==> src/rtl/dbg_auth_pkg.sv <==
package dbg_auth_pkg;
    typedef enum logic [1:0] {
        ST_OFF  = 2'd0,
        ST_NONE = 2'd1,
        ST_MON  = 2'd2,
        ST_HALT = 2'd3
    } dbg_st_e;

    localparam int EVT_W     = 4;
    localparam int EVT_OTHER = 3;
    localparam int PIN_N     = 3;
    localparam int PIN_DBG   = 0;
    localparam int PIN_SINV  = 1;
    localparam int PIN_SNINV = 2;
endpackage

==> src/rtl/dbg_sync.sv <==
module dbg_sync #(
    parameter int N      = 3,
    parameter int STAGES = 2
) (
    input  logic         clk,
    input  logic         rst_n,
    input  logic [N-1:0] d_async,
    output logic [N-1:0] q_sync
);
    genvar g;
    generate
        for (g = 0; g < N; g++) begin : g_pin
            logic [STAGES-1:0] chain;
            always_ff @(posedge clk or negedge rst_n) begin
                if (!rst_n) chain <= '0;
                else        chain <= {chain[STAGES-2:0], d_async[g]};
            end
            assign q_sync[g] = chain[STAGES-1];
        end
    endgenerate
endmodule

==> src/rtl/dbg_mode_fsm.sv <==
module dbg_mode_fsm
    import dbg_auth_pkg::*;
(
    input  logic       clk,
    input  logic       rst_n,
    input  logic       en_s,
    input  logic       we,
    input  logic [1:0] wdata,
    output dbg_st_e    st,
    output logic [1:0] field_rd,
    output logic       mode_mon,
    output logic       mode_halt
);
    dbg_st_e st_q, st_d;

    always_ff @(posedge clk or negedge rst_n) begin
        if (!rst_n) st_q <= ST_OFF;
        else        st_q <= st_d;
    end

    always_comb begin
        st_d = st_q;
        unique case (st_q)
            ST_OFF: if (en_s) st_d = ST_NONE;
            ST_NONE, ST_MON, ST_HALT: begin
                if (!en_s)          st_d = ST_OFF;
                else if (we) begin
                    if (wdata[0])   st_d = ST_HALT;
                    else if (wdata[1]) st_d = ST_MON;
                    else            st_d = ST_NONE;
                end
            end
        endcase
    end

    always_comb begin
        field_rd  = 2'b00;
        mode_mon  = 1'b0;
        mode_halt = 1'b0;
        unique case (st_q)
            ST_OFF, ST_NONE: ;
            ST_MON:  begin field_rd = 2'b10; mode_mon  = en_s; end
            ST_HALT: begin field_rd = 2'b01; mode_halt = en_s; end
        endcase
        if (!en_s) field_rd = 2'b00;
    end

    assign st = st_q;
endmodule

==> src/rtl/dbg_perm.sv <==
module dbg_perm (
    input  logic en_s,
    input  logic sec_ctx,
    input  logic is_user,
    input  logic sec_en_s,
    input  logic usr_bit,
    output logic ok
);
    always_comb begin
        ok = 1'b0;
        if (en_s) begin
            if (!sec_ctx || sec_en_s) ok = 1'b1;
            else                      ok = is_user & usr_bit;
        end
    end
endmodule

==> src/rtl/dbg_evt_filter.sv <==
module dbg_evt_filter
    import dbg_auth_pkg::*;
(
    input  dbg_st_e          st,
    input  logic             inv_ok,
    input  logic [EVT_W-1:0] evt_in,
    output logic [EVT_W-1:0] evt_out
);
    logic [EVT_W-1:0] mask;

    always_comb begin
        mask = '1;
        unique case (st)
            ST_OFF, ST_NONE: mask[EVT_OTHER] = 1'b0;
            ST_MON, ST_HALT: ;
        endcase
        evt_out = inv_ok ? (evt_in & mask) : '0;
    end
endmodule

==> src/rtl/dbg_auth_ctrl.sv <==
module dbg_auth_ctrl
    import dbg_auth_pkg::*;
#(
    parameter int               MODE_W    = 3,
    parameter logic [MODE_W-1:0] USER_CODE = 3'd0,
    parameter logic [MODE_W-1:0] MON_CODE  = 3'd7,
    parameter int               SYNC_STG  = 2
) (
    input  logic              clk,
    input  logic              rst_n,
    input  logic              pin_dbg_en,
    input  logic              pin_sec_inv_en,
    input  logic              pin_sec_ninv_en,
    input  logic              usr_inv_bit,
    input  logic              usr_ninv_bit,
    input  logic              ns_bit,
    input  logic [MODE_W-1:0] cpu_mode,
    input  logic              fld_we,
    input  logic [1:0]        fld_wdata,
    input  logic [3:0]        evt_in,
    output logic [3:0]        evt_out,
    output logic [1:0]        field_rd,
    output logic              mode_mon,
    output logic              mode_halt,
    output logic              inv_ok,
    output logic              ninv_ok,
    output logic              restricted,
    output logic              stat_sec_inv,
    output logic              stat_sec_ninv
);
    logic [PIN_N-1:0] pins_a, pins_s;
    logic             en_s, sinv_s, sninv_s, sec_ctx, is_user;
    dbg_st_e          st;

    assign pins_a[PIN_DBG]   = pin_dbg_en;
    assign pins_a[PIN_SINV]  = pin_sec_inv_en;
    assign pins_a[PIN_SNINV] = pin_sec_ninv_en;

    dbg_sync #(.N(PIN_N), .STAGES(SYNC_STG)) u_sync (
        .clk(clk), .rst_n(rst_n), .d_async(pins_a), .q_sync(pins_s)
    );

    assign en_s    = pins_s[PIN_DBG];
    assign sinv_s  = pins_s[PIN_SINV];
    assign sninv_s = pins_s[PIN_SNINV];

    assign sec_ctx = !ns_bit || (cpu_mode == MON_CODE);
    assign is_user = (cpu_mode == USER_CODE);

    dbg_mode_fsm u_fsm (
        .clk(clk), .rst_n(rst_n), .en_s(en_s), .we(fld_we), .wdata(fld_wdata),
        .st(st), .field_rd(field_rd), .mode_mon(mode_mon), .mode_halt(mode_halt)
    );

    dbg_perm u_perm_inv (
        .en_s(en_s), .sec_ctx(sec_ctx), .is_user(is_user),
        .sec_en_s(sinv_s), .usr_bit(usr_inv_bit), .ok(inv_ok)
    );

    dbg_perm u_perm_ninv (
        .en_s(en_s), .sec_ctx(sec_ctx), .is_user(is_user),
        .sec_en_s(sninv_s), .usr_bit(usr_ninv_bit), .ok(ninv_ok)
    );

    dbg_evt_filter u_filt (
        .st(st), .inv_ok(inv_ok), .evt_in(evt_in), .evt_out(evt_out)
    );

    assign restricted    = mode_halt && inv_ok && sec_ctx && !sinv_s;
    assign stat_sec_inv  = sinv_s;
    assign stat_sec_ninv = sninv_s;
endmodule

==> config.mk <==
export PLATFORM = sky130hd
export DESIGN_NAME = dbg_auth_ctrl
export DESIGN_NICKNAME = d
export VERILOG_FILES = /design/src/rtl/dbg_auth_pkg.sv /design/src/rtl/dbg_sync.sv /design/src/rtl/dbg_mode_fsm.sv /design/src/rtl/dbg_perm.sv /design/src/rtl/dbg_evt_filter.sv /design/src/rtl/dbg_auth_ctrl.sv
export SDC_FILE = /design/constraint.sdc
export NUM_CORES = 1
export LEC_CHECK = 0
export BUFFER_PORTS_ARGS = -buffer_cell sky130_fd_sc_hd__buf_4
export CAP_MARGIN = 40
export CORE_AREA = 2 2 39 41
export CTS_CLUSTER_DIAMETER = 100
export CTS_CLUSTER_SIZE = 8
export DETAILED_ROUTE_END_ITERATION = 10
export DIE_AREA = 0 0 41 43
export PLACE_DENSITY = 0.6
export SETUP_SLACK_MARGIN = 0.3
export SKIP_CTS_REPAIR_TIMING = 1
export SLEW_MARGIN = 5
export SYNTH_ARGS = -nofsm -noshare
export SYNTH_HDL_FRONTEND = slang
export SYNTH_HIERARCHICAL = 1
export SYNTH_SLANG_ARGS = --single-unit
==> constraint.sdc <==
create_clock -name clk -period 1.6 [get_ports clk]
set_clock_uncertainty 0.2 [all_clocks]
set_input_delay 0.32 -clock clk [delete_from_list [all_inputs] [get_ports clk]]
set_output_delay 0.32 -clock clk [all_outputs]
set_load 0.05 [all_outputs]
# Yosys cells after proc, flatten, opt, wreduce, memory -nomap -nowiden

Cells that the tools add are included.

Equality and inequality tests: 6
Mux-type cells: 16
Bitwise operators: 3
Reductions and logical operators: 14

Operators by type and width:

| cell                                                            | count |
|---|---|
| 2-bit 2-to-1 mux                                                | 6 |
| 2-bit case mux with 2 select lines                              | 2 |
| 1-bit 2-to-1 mux                                                | 7 |
| 4-bit AND                                                       | 1 |
| 2-bit == test, second input constant                            | 2 |
| 4-bit 2-to-1 mux                                                | 1 |
| 3-bit == test, second input constant                            | 1 |
| 1-bit logical AND                                               | 3 |
| 1-bit logical NOT                                               | 3 |
| 3-bit logical NOT                                               | 1 |
| 1-bit logical OR                                                | 3 |
| 3-bit inequality test, second input constant                    | 1 |
| 3-bit OR reduction                                              | 1 |
| 1-bit AND                                                       | 2 |
| 2-bit by 1-bit == test with 1-bit output, second input constant | 1 |
| 2-bit logical NOT                                               | 1 |
| 2-bit inequality test, second input constant                    | 1 |
| 2-bit AND reduction                                             | 1 |
| 2-bit OR reduction                                              | 1 |

Bits in registers: 8
Logic and storage cells: 43

# Depth between registers and ports, before layout

Word-level depth: 9
Depth in mapped cells: 5
Depth with buffers taken out: 5

# By module

Netlist, hierarchy kept.

By module, submodules not included:

| module         | times used | cells each | area an instance (um^2) | sequential area each (um^2) |
|---|---|---|---|---|
| dbg_sync       | 1          | 9          | 172.7                   | 150.1 |
| dbg_mode_fsm   | 1          | 15         | 123.9                   | 50.0 |
| dbg_auth_ctrl  | 1          | 5          | 35.0                    | 0.0 |
| dbg_perm       | 2          | 4          | 17.5                    | 0.0 |
| dbg_evt_filter | 1          | 4          | 28.8                    | 0.0 |

# Worst setup path before layout

OpenSTA, ideal clock, no wires.

Path type: input-to-output
Start point: input port cpu_mode[1]
End point: output port restricted
Arrival: 2476 ps
Data required time: 1080 ps
Setup slack: -1396 ps
Stages on the path: 5
Path buffers: 0
Cell sequence: nor3_1 > nand2_1 > a31oi_1 > nand2_1 > a211oi_2

Longest elaborated chain between the ends: 9
Elaborated cells between the ends (all ways): 11

RTL lines:

| item                               | RTL line            | text |
|---|---|---|
| from (decl)                        | dbg_auth_ctrl.sv:17 | `input logic [MODE_W-1:0] cpu_mode,` |
| 3-bit == test                      | dbg_auth_ctrl.sv:47 | `assign sec_ctx = !ns_bit \|\| (cpu_mode == MON_CODE);` |
| 1-bit logical OR                   | dbg_auth_ctrl.sv:47 |  |
| 1-bit logical NOT                  | dbg_perm.sv:12      | `if (!sec_ctx \|\| sec_en_s) ok = 1'b1;` |
| 1-bit logical OR                   | dbg_perm.sv:12      |  |
| 1-bit 2-to-1 mux (*)               | dbg_perm.sv:12      |  |
| 1-bit 2-to-1 mux (*)               | dbg_perm.sv:11      | `if (en_s) begin` |
| named net inv_ok                   | dbg_auth_ctrl.sv:25 | `output logic inv_ok,` |
| 1-bit logical AND (*) (3 in a row) | dbg_auth_ctrl.sv:69 | `assign restricted = mode_halt && inv_ok && sec_ctx && !sinv_s;` |
| to (decl)                          | dbg_auth_ctrl.sv:27 | `output logic restricted,` |

Mark *: on every way through the listed nets, which the timed path passes. The rest lies on a longest branch.

# Worst setup path in the final report

Start point: input port cpu_mode[0]
End point: output port restricted

Elaborated cells between the ends (all ways): 11

RTL lines:

| item                           | RTL line            | text |
|---|---|---|
| 3-bit logical NOT              | dbg_auth_ctrl.sv:48 | `assign is_user = (cpu_mode == USER_CODE);` |
| named net is_user              | dbg_auth_ctrl.sv:32 | `logic en_s, sinv_s, sninv_s, sec_ctx, is_user;` |
| 1-bit AND                      | dbg_perm.sv:13      | `else ok = is_user & usr_bit;` |
| 1-bit 2-to-1 mux               | dbg_perm.sv:12      |  |
| 1-bit 2-to-1 mux               | dbg_perm.sv:11      |  |
| 1-bit logical AND (3 in a row) | dbg_auth_ctrl.sv:69 |  |

The timed path passes the listed nets, and every way through them passes these cells.

==> run metrics <==
Net Sw Frac=around 29%; Fillers=120; Cells after Synth=41; syn_nets=59; Max Cap Viol=0; final hold vios=0; footprint of the multi-input gates=219 um^2; Clock Tree Buf Depth=2; Crit path arrival time=1.33 ns; VDD IR max=roughly 0.55 mV; worst min path class=in2reg; Sinks on Clock Net=8; IO Pins=31; worst slew pin tran=0.195 ns; post-layout minimum cycle time=1.85 ns; Synth Area in XOR/XNOR=0%; Finished Layout Cells=99; final setup margin=-0.251 ns; Syn Area/Cell=9.64 um^2; unrepaired setup endpoints after global routing=yes; vias in the first global route=between 300 and 400; compound-gate portion of the synthesized area=between 10% and 20%; Seq pwr share=39.2%; largest net degree at the start of global routing=9; sw power=0.000165 W; Setup-failing EPs final=10; largest family of logic cells by synthesized area=simple AND/OR/NAND/NOR gates; CP Launch Type=primary input; wire length per cell=~9.4 um; post-synthesis simple-gate area fraction=23.1%; Ys Warns=6; dpl ws=-0.308 ns; Comb pwr share=between 30 and 40%; Core Util, Final=~64%; CTS tree=done; final antenna diode count=0; DRT Pass-1 Iters=1; clk slew on worst S/H paths=0.05 ns; row count=14; CP max stage cell=a31oi_4; Die H=43 um; hold slack=around 0.076 ns; register bit total from synthesis=8; IO Port Bufs=30; pwr/cell area=about 640 mW/mm^2; Unique masters post-synth=17; fin nets=103; multiplexer area fraction after synthesis=0%; synthesized cell area=slightly below 400 um^2; worst setup path category=in2out; slew margin rel.=roughly 87%; clk_lat worst skew=0.24 ns; Period Utilization, post-route=116%; DP HPWL=between 700 and 800 um; Crit. End Element=output pin; FF/Latch Area=200 um^2; RePlAce Congestion=0.652; detailed-route DRC error count=0; proportion of layout cells with a drive suffix above 1=73.5%; power share of the clock group=25.3%; Leakage=0.422 nW; CP Data Required Time=1.08 ns; vias per cell=4.35; core area=0.00138 mm^2; WL final=about 900 um; Crit path largest cell delay=roughly 0.19 ns; crit path cell chain=buf_4 -> nor3_4 -> nand2_2 -> a31oi_4 -> nand2_2 -> a211oi_4 -> buf_6; status=complete, but fails checks; worst-path maximum fanout=6; Global Route Usage Sum=11.9%; clock root cell=clkbuf_4; initial core utilization=28.6%; Inst Count DP=89; DIE AREA=between 0.0015 and 0.002 mm^2; fmax=0.540 GHz; number of buffers created by CTS=3; H-tree levels=1; post-layout total power=0.000562 W; grt total ovfl=0; DRT iter0 DRCs=0; Final Max Tran Viols=0; failing checks=setup timing; Worst Reg-to-Reg Cells=3; total vias in the final route=431; sequential share of the synthesized area=50.6%; worst hold stages=2; antenna violations before repair=0; first-pass GRT wire length=between 1 and 1.5 mm; adder-cell share of the synthesized area=0%; Die Width=slightly above 40 um; CP most frequent cell=nand2_2; Pint=0.000396 W; Routed Antenna Nets=0; Area Overhead vs Synth=123%
routing by layer:
metal	vias up	track usage [%]	part of all wire, %	wire length, um
met3	0	3.14	9.6	89
met4	0	8.00	0	0
met2	19	17.2	52	482
li1	219	-	-	-
met5	-	0	0	0
met1	193	14.8	38	355
final timing paths:
kind                                          startpoint                  endpoint  slack, ns
worst min register to register  u_sync/g_pin[1].chain[0]  u_sync/g_pin[1].chain[1]       0.14
worst min-delay path                              fld_we               u_fsm/st[1]       0.08
worst max register to register               u_fsm/st[0]               u_fsm/st[0]       0.43
max in group asynchronous                          rst_n  u_sync/g_pin[2].chain[1]       0.84
worst max-delay path                         cpu_mode[0]                restricted      -0.25
min in group asynchronous                          rst_n  u_sync/g_pin[0].chain[0]       0.23
sequential cells by signal (all words and copies together), names as in the netlist:
name / flops
u_sync/g_pin.chain: 6
u_fsm/st: 2
critical path: cells and delay by family:
family                 cells  cell delay, ns
AO/OA/AOI/OAI              2            0.35
buffers and inverters      2            0.31
AND/OR/NAND/NOR            3            0.34
cells by family (layout without fill, tap and decap cells):
kind of cell,Yosys count,count (layout)
and+or+nand+nor,16,16
buffers and inverters,10,52
DFF,8,8
AOI/OAI and AO/OA,7,7
metrics by stage:
| step | cell area [um^2] | TNS [ns] |
|---|---|---|
| floorplan | 489 | -1.82 |
| global placement | 727 | -1.23 |
| detailed placement | 727 | -1.32 |
| CTS | 749 | -1.49 |
| global route | 881 | -1.73 |
| finish | 881 | -1.15 |
layout by cell type, fill, tap and decap left out:
master,n
buf_8,2
inv_1,2
dlygate4sd3_1,4
buf_6,12
nor2_4,1
a21oi_1,2
a211oi_4,1
clkbuf_4,3
nand3_2,1
a211oi_1,1
dfrtp_1,8
buf_4,26
and3_4,2
nand2_1,1
nor3_4,1
nand2_2,3
nand3b_1,1
a31oi_4,2
o21ai_0,1
nand2_4,1
or2_0,1
and2_2,3
nor2_1,1
inv_2,3
final cells by class:
type,instances,area share (%)
flip-flops and latches,8,22.7
inverters,5,2.13
well taps,16,2.27
clock buffers,3,2.56
repair buffers,44,45.5
multi-input cells,23,24.9
cell usage after synthesis, drive strengths merged:
| cell type | number | area, um^2 |
|---|---|---|
| o21ai | 1 | 5.00 |
| a21oi | 2 | 10.0 |
| nor3 | 1 | 5.00 |
| nand2 | 5 | 18.8 |
| and3 | 2 | 13.8 |
| nand3b | 1 | 7.51 |
| buf | 5 | 37.5 |
| dfrtp | 8 | 200 |
| or2 | 1 | 6.26 |
| and2 | 3 | 22.5 |
| a211oi | 2 | 20.0 |
| inv | 5 | 18.8 |
| nor2 | 2 | 7.51 |
| nand3 | 1 | 10.0 |
| a31oi | 2 | 12.5 |
power by group through the flow:
stage | Clock [W] | Combinational [W] | Sequential [W]
after CTS | 0.000153 | 0.000172 | 0.000220
after detailed placement | 0 | 0.000172 | 0.000223
after global routing | 0.000160 | 0.000214 | 0.000221
after floorplan | 0 | 0.000100 | 0.000225
final | 0.000142 | 0.000200 | 0.000220
after global placement | 0 | 0.000170 | 0.000223
Note: power is estimated with default switching activity, not from simulation.
